### src/rtl/walk_pkg.sv
// Shared types for the translation walker.
// Assumes: descriptor type lives in bits [1:0] of every descriptor.
package walk_pkg;

    // Kind of mapping that a finished walk reports.
    typedef enum logic [1:0] {
        PK_NONE    = 2'd0,
        PK_SECTION = 2'd1,
        PK_LARGE   = 2'd2,
        PK_SMALL   = 2'd3
    } page_kind_e;

    // Meaning of a first-level descriptor.
    typedef enum logic [1:0] {
        L1_FAULT   = 2'd0,
        L1_SECTION = 2'd1,
        L1_TABLE   = 2'd2
    } l1_kind_e;

    // Walk sequencing states.
    typedef enum logic [2:0] {
        ST_IDLE     = 3'd0,
        ST_L1_ISSUE = 3'd1,
        ST_L1_WAIT  = 3'd2,
        ST_L2_ISSUE = 3'd3,
        ST_L2_WAIT  = 3'd4,
        ST_DONE     = 3'd5
    } walk_state_e;

endpackage

### src/rtl/walk_addr_gen.sv
// Descriptor address generator.
// Forms the first-level entry address from the captured base and the top
// virtual address bits, and the second-level entry address from the stored
// first-level descriptor and the middle virtual address bits.
// Assumes: SPAGE_SHIFT < SECT_SHIFT < ADDR_W; entries are 4 bytes.
module walk_addr_gen #(
    parameter int ADDR_W      = 32,
    parameter int SECT_SHIFT  = 20,
    parameter int SPAGE_SHIFT = 12
) (
    input  logic [ADDR_W-1:0] base_q,
    input  logic [ADDR_W-1:0] va_q,
    input  logic [ADDR_W-1:0] l1_desc_q,
    output logic [ADDR_W-1:0] l1_addr,
    output logic [ADDR_W-1:0] l2_addr
);
    localparam int L2_IDX_W = SECT_SHIFT - SPAGE_SHIFT;
    localparam int L2_ALIGN = L2_IDX_W + 2;
    localparam logic [ADDR_W-1:0] ONES       = {ADDR_W{1'b1}};
    localparam logic [ADDR_W-1:0] L2TAB_MASK = ONES << L2_ALIGN;
    localparam logic [ADDR_W-1:0] SECT_LOW   = ~(ONES << SECT_SHIFT);

    // First-level entry: base plus word index taken from the top bits.
    always_comb begin
        l1_addr = base_q + ((va_q >> SECT_SHIFT) << 2);
    end

    // Second-level entry: aligned table base merged with the word index.
    always_comb begin
        l2_addr = (l1_desc_q & L2TAB_MASK)
                | (((va_q & SECT_LOW) >> SPAGE_SHIFT) << 2);
    end
endmodule

### src/rtl/walk_l1_decode.sv
// First-level descriptor decoder.
// Classifies the descriptor as section, table pointer or fault and forms
// the section physical address.
// Assumes: type 2 = section, type 1 = table, types 0 and 3 = fault.
module walk_l1_decode
    import walk_pkg::*;
#(
    parameter int ADDR_W     = 32,
    parameter int SECT_SHIFT = 20
) (
    input  logic [ADDR_W-1:0] desc,
    input  logic [ADDR_W-1:0] va,
    output l1_kind_e          kind,
    output logic [ADDR_W-1:0] sect_pa
);
    localparam logic [ADDR_W-1:0] SECT_MASK = {ADDR_W{1'b1}} << SECT_SHIFT;

    // Type field classification.
    always_comb begin
        unique case (desc[1:0])
            2'b10:   kind = L1_SECTION;
            2'b01:   kind = L1_TABLE;
            default: kind = L1_FAULT;
        endcase
    end

    // Section base merged with the in-section offset.
    always_comb begin
        sect_pa = (desc & SECT_MASK) | (va & ~SECT_MASK);
    end
endmodule

### src/rtl/walk_l2_decode.sv
// Second-level descriptor decoder.
// Classifies the descriptor as small page, large page or fault and forms
// the physical address with the size-specific base mask.
// Assumes: bit 1 set = small page, type 1 = large page, type 0 = fault.
module walk_l2_decode
    import walk_pkg::*;
#(
    parameter int ADDR_W      = 32,
    parameter int LPAGE_SHIFT = 16,
    parameter int SPAGE_SHIFT = 12
) (
    input  logic [ADDR_W-1:0] desc,
    input  logic [ADDR_W-1:0] va,
    output page_kind_e        kind,
    output logic [ADDR_W-1:0] page_pa
);
    localparam logic [ADDR_W-1:0] ONES = {ADDR_W{1'b1}};
    localparam logic [ADDR_W-1:0] LP_MASK = ONES << LPAGE_SHIFT;
    localparam logic [ADDR_W-1:0] SP_MASK = ONES << SPAGE_SHIFT;

    // Small pages take priority over the large-page code.
    always_comb begin
        if (desc[1]) begin
            kind    = PK_SMALL;
            page_pa = (desc & SP_MASK) | (va & ~SP_MASK);
        end else if (desc[0]) begin
            kind    = PK_LARGE;
            page_pa = (desc & LP_MASK) | (va & ~LP_MASK);
        end else begin
            kind    = PK_NONE;
            page_pa = '0;
        end
    end
endmodule

### src/rtl/walk_ctrl.sv
// Walk sequencer.
// Accepts one request at a time, issues descriptor reads, captures the
// decoded outcome and holds the result until the client takes it.
// Assumes: memory returns exactly one response per accepted read.
module walk_ctrl
    import walk_pkg::*;
#(
    parameter int ADDR_W = 32
) (
    input  logic              clk,
    input  logic              rst_n,
    input  logic              req_valid,
    output logic              req_ready,
    input  logic [ADDR_W-1:0] req_vaddr,
    input  logic [ADDR_W-1:0] req_base,
    output logic              mem_req_valid,
    input  logic              mem_req_ready,
    output logic [ADDR_W-1:0] mem_req_addr,
    input  logic              mem_rsp_valid,
    input  logic [ADDR_W-1:0] mem_rsp_data,
    input  logic [ADDR_W-1:0] l1_addr,
    input  logic [ADDR_W-1:0] l2_addr,
    input  l1_kind_e          l1_kind,
    input  logic [ADDR_W-1:0] sect_pa,
    input  page_kind_e        l2_kind,
    input  logic [ADDR_W-1:0] page_pa,
    output logic [ADDR_W-1:0] va_q,
    output logic [ADDR_W-1:0] base_q,
    output logic [ADDR_W-1:0] l1_desc_q,
    output logic              rsp_valid,
    input  logic              rsp_ready,
    output logic              rsp_fault,
    output logic              rsp_fault_lvl,
    output logic [1:0]        rsp_kind,
    output logic [ADDR_W-1:0] rsp_paddr,
    output logic [ADDR_W-1:0] rsp_fault_addr
);
    walk_state_e state;

    // Handshake outputs decoded from the state.
    always_comb begin
        req_ready     = (state == ST_IDLE);
        rsp_valid     = (state == ST_DONE);
        mem_req_valid = (state == ST_L1_ISSUE) || (state == ST_L2_ISSUE);
        mem_req_addr  = (state == ST_L2_ISSUE) ? l2_addr : l1_addr;
    end

    // State sequencing and result capture.
    always_ff @(posedge clk) begin
        if (!rst_n) begin
            state          <= ST_IDLE;
            va_q           <= '0;
            base_q         <= '0;
            l1_desc_q      <= '0;
            rsp_fault      <= 1'b0;
            rsp_fault_lvl  <= 1'b0;
            rsp_kind       <= PK_NONE;
            rsp_paddr      <= '0;
            rsp_fault_addr <= '0;
        end else begin
            unique case (state)
                ST_IDLE: begin
                    if (req_valid) begin
                        va_q   <= req_vaddr;
                        base_q <= req_base;
                        state  <= ST_L1_ISSUE;
                    end
                end
                ST_L1_ISSUE: begin
                    if (mem_req_ready) state <= ST_L1_WAIT;
                end
                ST_L1_WAIT: begin
                    if (mem_rsp_valid) begin
                        l1_desc_q <= mem_rsp_data;
                        unique case (l1_kind)
                            L1_SECTION: begin
                                rsp_fault      <= 1'b0;
                                rsp_fault_lvl  <= 1'b0;
                                rsp_kind       <= PK_SECTION;
                                rsp_paddr      <= sect_pa;
                                rsp_fault_addr <= '0;
                                state          <= ST_DONE;
                            end
                            L1_TABLE: begin
                                state <= ST_L2_ISSUE;
                            end
                            default: begin
                                rsp_fault      <= 1'b1;
                                rsp_fault_lvl  <= 1'b0;
                                rsp_kind       <= PK_NONE;
                                rsp_paddr      <= '0;
                                rsp_fault_addr <= va_q;
                                state          <= ST_DONE;
                            end
                        endcase
                    end
                end
                ST_L2_ISSUE: begin
                    if (mem_req_ready) state <= ST_L2_WAIT;
                end
                ST_L2_WAIT: begin
                    if (mem_rsp_valid) begin
                        rsp_kind <= l2_kind;
                        state    <= ST_DONE;
                        if (l2_kind == PK_NONE) begin
                            rsp_fault      <= 1'b1;
                            rsp_fault_lvl  <= 1'b1;
                            rsp_paddr      <= '0;
                            rsp_fault_addr <= va_q;
                        end else begin
                            rsp_fault      <= 1'b0;
                            rsp_fault_lvl  <= 1'b0;
                            rsp_paddr      <= page_pa;
                            rsp_fault_addr <= '0;
                        end
                    end
                end
                ST_DONE: begin
                    if (rsp_ready) state <= ST_IDLE;
                end
                default: state <= ST_IDLE;
            endcase
        end
    end
endmodule

### src/rtl/iova_walker.sv
// Two-level I/O address translation walker, top level.
// Wires the sequencer to the address generator and the two decoders.
// Assumes: default geometry of 1 MiB sections, 64 KiB and 4 KiB pages.
module iova_walker
    import walk_pkg::*;
#(
    parameter int ADDR_W      = 32,
    parameter int SECT_SHIFT  = 20,
    parameter int LPAGE_SHIFT = 16,
    parameter int SPAGE_SHIFT = 12
) (
    input  logic              clk,
    input  logic              rst_n,
    input  logic              req_valid,
    output logic              req_ready,
    input  logic [ADDR_W-1:0] req_vaddr,
    input  logic [ADDR_W-1:0] req_base,
    output logic              mem_req_valid,
    input  logic              mem_req_ready,
    output logic [ADDR_W-1:0] mem_req_addr,
    input  logic              mem_rsp_valid,
    input  logic [ADDR_W-1:0] mem_rsp_data,
    output logic              rsp_valid,
    input  logic              rsp_ready,
    output logic              rsp_fault,
    output logic              rsp_fault_lvl,
    output logic [1:0]        rsp_kind,
    output logic [ADDR_W-1:0] rsp_paddr,
    output logic [ADDR_W-1:0] rsp_fault_addr
);
    logic [ADDR_W-1:0] va_q, base_q, l1_desc_q;
    logic [ADDR_W-1:0] l1_addr, l2_addr, sect_pa, page_pa;
    l1_kind_e          l1_kind;
    page_kind_e        l2_kind;

    walk_addr_gen #(
        .ADDR_W(ADDR_W), .SECT_SHIFT(SECT_SHIFT), .SPAGE_SHIFT(SPAGE_SHIFT)
    ) u_addr (
        .base_q(base_q), .va_q(va_q), .l1_desc_q(l1_desc_q),
        .l1_addr(l1_addr), .l2_addr(l2_addr)
    );

    walk_l1_decode #(
        .ADDR_W(ADDR_W), .SECT_SHIFT(SECT_SHIFT)
    ) u_l1 (
        .desc(mem_rsp_data), .va(va_q), .kind(l1_kind), .sect_pa(sect_pa)
    );

    walk_l2_decode #(
        .ADDR_W(ADDR_W), .LPAGE_SHIFT(LPAGE_SHIFT), .SPAGE_SHIFT(SPAGE_SHIFT)
    ) u_l2 (
        .desc(mem_rsp_data), .va(va_q), .kind(l2_kind), .page_pa(page_pa)
    );

    walk_ctrl #(.ADDR_W(ADDR_W)) u_ctrl (
        .clk(clk), .rst_n(rst_n),
        .req_valid(req_valid), .req_ready(req_ready),
        .req_vaddr(req_vaddr), .req_base(req_base),
        .mem_req_valid(mem_req_valid), .mem_req_ready(mem_req_ready),
        .mem_req_addr(mem_req_addr),
        .mem_rsp_valid(mem_rsp_valid), .mem_rsp_data(mem_rsp_data),
        .l1_addr(l1_addr), .l2_addr(l2_addr),
        .l1_kind(l1_kind), .sect_pa(sect_pa),
        .l2_kind(l2_kind), .page_pa(page_pa),
        .va_q(va_q), .base_q(base_q), .l1_desc_q(l1_desc_q),
        .rsp_valid(rsp_valid), .rsp_ready(rsp_ready),
        .rsp_fault(rsp_fault), .rsp_fault_lvl(rsp_fault_lvl),
        .rsp_kind(rsp_kind), .rsp_paddr(rsp_paddr),
        .rsp_fault_addr(rsp_fault_addr)
    );
endmodule

### config.mk
export PLATFORM = sky130hd
export DESIGN_NAME = iova_walker
export DESIGN_NICKNAME = d
export VERILOG_FILES = /design/src/rtl/walk_pkg.sv /design/src/rtl/walk_addr_gen.sv /design/src/rtl/walk_l1_decode.sv /design/src/rtl/walk_l2_decode.sv /design/src/rtl/walk_ctrl.sv /design/src/rtl/iova_walker.sv
export SDC_FILE = /design/constraint.sdc
export NUM_CORES = 1
export LEC_CHECK = 0
export BUFFER_PORTS_ARGS = -buffer_cell sky130_fd_sc_hd__buf_4
export CORE_ASPECT_RATIO = 1.25
export CORE_MARGIN = 10
export CORE_UTILIZATION = 45
export CTS_BUF_LIST = sky130_fd_sc_hd__clkbuf_2
export DETAILED_ROUTE_END_ITERATION = 6
export PLACE_DENSITY = 0.71
export SYNTH_ARGS = -nofsm -noshare
export SYNTH_HDL_FRONTEND = slang
export SYNTH_SLANG_ARGS = --single-unit
### constraint.sdc
create_clock -name clk -period 2.6 [get_ports clk]
set_input_delay 0.26 -clock clk [delete_from_list [all_inputs] [get_ports clk]]
set_output_delay 0.26 -clock clk [all_outputs]
set_load 0.02 [all_outputs]
== After elaboration in Yosys (flattened, before gate mapping) ==
Index checks and enable logic that the tools add are counted.
Word-level totals
  bits in latches: 0
  bits in registers: 167
  word-level logic and storage cells: 74
  memories kept: 0
  RAM bits: 0
  input port bits: 102
  bits in read-only memories: 0
Operators by class
  $add $sub $neg: 1
  bitwise operators: 4
  shifts and indexed selects: 0
  muxes and demuxes: 36
  $mul: 0
  reduce and logical (&&, ||, !) cells: 8
  div/mod/pow operators: 0
  magnitude comparators: 0
  equal/unequal tests: 16
Operators by type and width (number)
  $mux W32: 9
  $pmux W32 S2: 4
  $add A32 B14 Y32: 1
  $or A32 B10 Y32: 1
  $or A32 B12 Y32: 1
  $or A32 B16 Y32: 1
  $or A32 B20 Y32: 1
  $mux W3: 7
  $pmux W3 S6: 1
  $ne A2 B2 Y1 const B: 6
  $pmux W2 S2: 3
  $mux W2: 4
  $eq A3 B2 Y1 const B: 2
  $eq A3 B3 Y1 const B: 2
  $pmux W1 S2: 3
  $reduce_and A6 Y1: 1
  $mux W1: 5
  $eq A2 B1 Y1 const B: 2
  $eq A2 B2 Y1 const B: 2
  $reduce_and A2 Y1: 2
  $reduce_and A4 Y1: 1
  $eq A3 B1 Y1 const B: 1
  $logic_not A3 Y1: 1
  $logic_not A2 Y1: 1
  other kinds (3): 3

== Logic depth before layout (Yosys ltp) ==
  depth in word-level cells: 6
  gate-level depth with buffers: 9
  gate-level depth less buffers: 8

== Hierarchy ==
Synthesis repeated with hierarchy kept, for this count alone.
Unflattened totals
  cell total of the unflattened synthesis: 1049
  area total of the unflattened synthesis: 8474.4 µm²
By module, submodules not included
  walk_ctrl: area an instance 6708.9 µm², instances 1, cells an instance 806
  walk_addr_gen: area an instance 1251.2 µm², instances 1, cells an instance 170
  walk_l2_decode: area an instance 259.0 µm², instances 1, cells an instance 39
  walk_l1_decode: area an instance 255.2 µm², instances 1, cells an instance 34

== Worst setup path before layout ==
No wires, ideal clock.
  kind: register to output
  start: register u_ctrl.base_q[2]
  end: output port mem_req_addr[12]
  data required time: 2.340 ns
  cell stages (with the launch flop): 9
  setup slack: -0.014 ns
  data arrival time: 2.354 ns
  path through: dfxtp_1 > ha_1 > fa_1 > a21o_1 > a31oi_1 > nor2_1 > a311o_1 > xnor2_1 > o21ai_0
Between the ends
  word-level cells in the longest chain between the ends: 2
Ends and longest elaborated chain
  start: declaration: RTL line walk_ctrl.sv:28  | output logic [ADDR_W-1:0] base_q,
  start signal: assignment: RTL line walk_ctrl.sv:65  | base_q <= req_base;
  $add A32 B14 Y32: RTL line walk_addr_gen.sv:25  | l1_addr = base_q + ((va_q >> SECT_SHIFT) << 2);
  $mux W32: RTL line walk_ctrl.sv:45  | mem_req_addr = (state == ST_L2_ISSUE) ? l2_addr : l1_addr;
  end: declaration: RTL line iova_walker.sv:20  | output logic [ADDR_W-1:0] mem_req_addr,
Every way passes these cells.

== Final worst setup path ==
  start: register u_ctrl.va_q[22]
  end: output port mem_req_addr[19]
Between the ends
  word-level cells in the longest chain between the ends: 2
Ends and longest elaborated chain
  start: declaration: RTL line walk_ctrl.sv:27  | output logic [ADDR_W-1:0] va_q,
  start signal: assignment: RTL line walk_ctrl.sv:64  | va_q <= req_vaddr;
  $add A32 B14 Y32: RTL line walk_addr_gen.sv:25
  $mux W32: RTL line walk_ctrl.sv:45
Every way passes these cells.

==> impl_results.md <==
- Instance count of the mapped netlist: 845
- Total grt overflow: 0
- Area taken by flip-flops and latches: 0.00317 sq mm
- DRT iter0 DRCs: 534
- Endpoint kind of the worst setup timing path: primary output
- Most used DFF post-synth: dfxtp_1
- Type of element launching the critical path: register
- Global-route total usage across every layer: 21.6%
- Proportion of register bits with asynchronous set or reset after synthesis: 0%
- Total standard cell area after synthesis: 0.00720 sq mm
- Arrival time at the worst endpoint: 3.06 ns
- Total clock sinks: 157
- Number of max-cap violations: 0
- Post-route cell area: 0.0109 sq mm
- Die Outline Area: 0.0215 sq mm
- Share of final-layout standard cells stronger than drive strength 1: 29.4%
- Failing checks: negative setup slack
- Average instance area after synthesis: 8.52 sq um
- Estimated wirelength of the detail-placed design: 15.7 mm
- Worst reg2reg setup slack: 0.25 ns
- Floorplan die height: 161 um
- Count of unique library cells instantiated by Yosys: 54
- Capturing point of the worst reg2reg path: u_ctrl.va_q[24]
- CP max-delay cell: dfxtp_4
- Number of antenna-violating nets in the routed design: 0
- Die boundary width: 133 um
- Final TNS setup: -15.89 ns
- Commonest non-fill, non-tap cells in the layout: buf_4, nand2_1, dfxtp_1
- Nets in the synthesized netlist: 960
- Cell area after placement: 0.00888 sq mm
- Count of buffering cells on the critical path with inverters included: 3
- Total area of multi-input combinational cells: 0.00411 sq mm
- Period Utilization, post-route: 128%
- Shortest period the worst path allows: 3.32 ns
- I/O pin total: 205
- Number of antenna violations at the first check in global routing: 2
- CP delay by family, top: compound AO/OA/AOI/OAI gates
- Endpoint, Worst Hold: u_ctrl.va_q[4]
- Ratio of total power to cell area: 483 mW/mm^2
- Status: complete, but fails checks
- Final Max Tran Viols: 0
- Net count, final: 1,279
- Clock Latency Late Sink: 0.79 ns
- Clock Path Buffers: 2
- Worst r2r path cells: 7
- Area of the placeable core: 0.0156 sq mm
- Dominant cell type by area after synthesis: dfxtp_1
- Routed WL: 24.9 mm
- Vias after detailed routing: 7,257
- Worst rel slew slack: 59.8%
- Hold Path Stages: 4
- TritonCTS clock tree: built
- Class of the tightest hold or removal check: primary input to register
- Share of the synthesized area in the top cell type: 43.7%
- Largest fanout on the critical path: 7
- Clock transition at path regs: 0.28 ns
- Commonest non-fill, non-tap cell in the layout: buf_4
- Number of fill cells: 1,198
- Number of buffers added by the clock tree synthesis step: 17
- First-pass iteration count of the detailed router: 5
- Worst-case setup margin in the final layout: -0.715 ns
- Sequential-to-total area share from yosys stat: 43.7%
- Max H-tree Level: 4
- Leak Pwr: 4.35 nW
- Setup violation total in the final timing report: 27
- Hold Path Origin: req_vaddr[4]
- Worst r2r src: u_ctrl.state[0]
- Initial core utilization: 46.0%
- Slowest cell delay on critical path: 0.43 ns
- First-pass GRT wire length: 37.8 mm
- Final hold violation count: 0
- Pin count of the biggest net entering global routing: 94
- Max frequency: 0.302 GHz
- Register bit total from synthesis: 157
- DR WL/cell: 17.9 um
- Count of input and output buffers: 196
- Remaining DRCs: 0
- Slew of the pin with the lowest slew margin: 0.602 ns
- Post-synthesis to final-layout area growth: 51.7%
- Via count of the first global-routing pass: 7,061
- Chain of cells forming the critical path: ha_4, o211ai_1, o211ai_1, buf_4, o211ai_4, buf_6, a21boi_2, xnor2_1, o21ai_1, buf_4
- Post-DR vias/cell: 5.22
- Data required time at the worst endpoint: 2.34 ns
- Weighted congestion reported at the end of routability-driven placement: 0.843
- RSZ-0062 raised after global routing: true
- Synth warnings: 0
- Number of rows created at floorplan: 51
- Leading cell types by total area after synthesis: dfxtp_1, nand2_1, a21boi_1, a22oi_1, nor2b_1
- Layout Skew: 0.0358 ns
- Critical path class: register to primary output
- Count of flip-flops with a built-in enable after synthesis: 0
- Root buffer cell: clkbuf_2
- Maximum vdd drop: 0.361 mV
-- repair_timing --
item | in CTS | in global routing
pin swaps | 31 | 41
gates resized for setup | 57 | 38
setup buffers | 7 | 13
setup endpoints to repair | 32 | 43
cloned | 0 | 1
hold endpoints to repair | 131 | 14
hold buffers | 120 | 1
-- worst min-delay path, delay by kind of cell --
family | cells | cell delay (ns)
simple gates | 1 | 0.05
buf+inv | 2 | 0.66
compound gates | 1 | 0.05
-- synth_stat cells (3+ instances only) --
| library cell | count |
|---|---|
| nand2_1 | 216 |
| dfxtp_1 | 157 |
| nor2b_1 | 64 |
| a21boi_1 | 63 |
| a22oi_1 | 56 |
| clkbuf_1 | 31 |
| a21boi_0 | 30 |
| a21oi_1 | 28 |
| o21ai_0 | 27 |
| buf_2 | 23 |
| xnor2_1 | 22 |
| nor2_1 | 18 |
| ha_1 | 12 |
| and2_1 | 9 |
| nand3_1 | 8 |
| o21ai_1 | 8 |
| a32oi_1 | 5 |
| o21a_1 | 5 |
| xor2_1 | 5 |
| a211oi_1 | 4 |
| a222oi_1 | 4 |
| inv_1 | 4 |
| a211oi_2 | 3 |
| buf_4 | 3 |
| nand2b_1 | 3 |
-- cell type report --
cell class | instances | share of cell area, %
flip-flops and latches | 157 | 29.0
clock buffers | 17 | 0.779
multi-input cells | 626 | 37.6
clock inverters | 15 | 1.63
repair buffers | 358 | 28.4
diodes | 2 | 0.0458
inverters | 4 | 0.138
well taps | 212 | 2.43
-- per-layer routing --
metal | routed length (um) | up-vias | global-route usage (%) | share of wire, %
met1 | 10200 | 3431 | 25.1 | 41
met2 | 12600 | 231 | 37.8 | 51
li1 | - | 3545 | - | -
met4 | 804 | 0 | 9.17 | 3.2
met3 | 1210 | 50 | 4.38 | 4.9
met5 | 0 | - | 0 | 0
-- logic make-up after synthesis --
logic type | Yosys count | share of synthesized area (%)
AND/OR/NAND/NOR | 336 | 21.9
AO/OA/AOI/OAI | 248 | 24.6
flip-flops | 157 | 43.7
buffers and inverters | 62 | 3.89
XOR/XNOR | 27 | 3.29
adder cells (fa/ha/maj) | 13 | 2.36
multiplexers | 2 | 0.296
-- flip-flops by register name (all words and copies together), names as in the netlist --
| name | cells |
|---|---|
| u_ctrl.rsp_kind | 2 |
| u_ctrl.rsp_fault | 1 |
| u_ctrl.rsp_fault_addr | 32 |
| u_ctrl.rsp_fault_lvl | 1 |
| u_ctrl.rsp_paddr | 32 |
| u_ctrl.state | 3 |
| u_ctrl.l1_desc_q | 22 |
| u_ctrl.va_q | 32 |
| u_ctrl.base_q | 32 |
-- where the power goes --
group	total, mW	internal (mW)	switching [mW]
Combinational	1.18	0.589	0.590
Sequential	2.61	2.51	0.102
Clock	1.49	0.485	1.00
Total	5.28	3.58	1.69
-- worst max path at each step --
stage | slack (ns) | startpoint | cells after the start | endpoint
final | -0.72 | u_ctrl.va_q[22] | 10 | mem_req_addr[19]
after detailed placement | -0.01 | u_ctrl.base_q[2] | 9 | mem_req_addr[20]
after global routing | -0.85 | u_ctrl.va_q[22] | 9 | mem_req_addr[27]
after floorplan | 0.05 | u_ctrl.base_q[2] | 8 | mem_req_addr[22]
after global placement | -0.008 | u_ctrl.base_q[2] | 9 | mem_req_addr[20]
after CTS | -0.66 | u_ctrl.base_q[2] | 10 | mem_req_addr[30]
-- per-stage QoR --
stage                     std cells  power, mW  hold slack [ns]  utilization, %  setup slack, ns
final                          1391       5.28            0.241            69.8           -0.715
after global routing           1391       5.51            0.152            69.8           -0.850
after CTS                      1374       5.23            0.107            68.0           -0.660
after detailed placement       1215       3.53            0.450            56.8          -0.0113
after global placement         1215       3.52            0.438            56.8         -0.00827
after floorplan                 845       3.14            0.395               -           0.0547
Note: power is estimated with default switching activity, not from simulation.
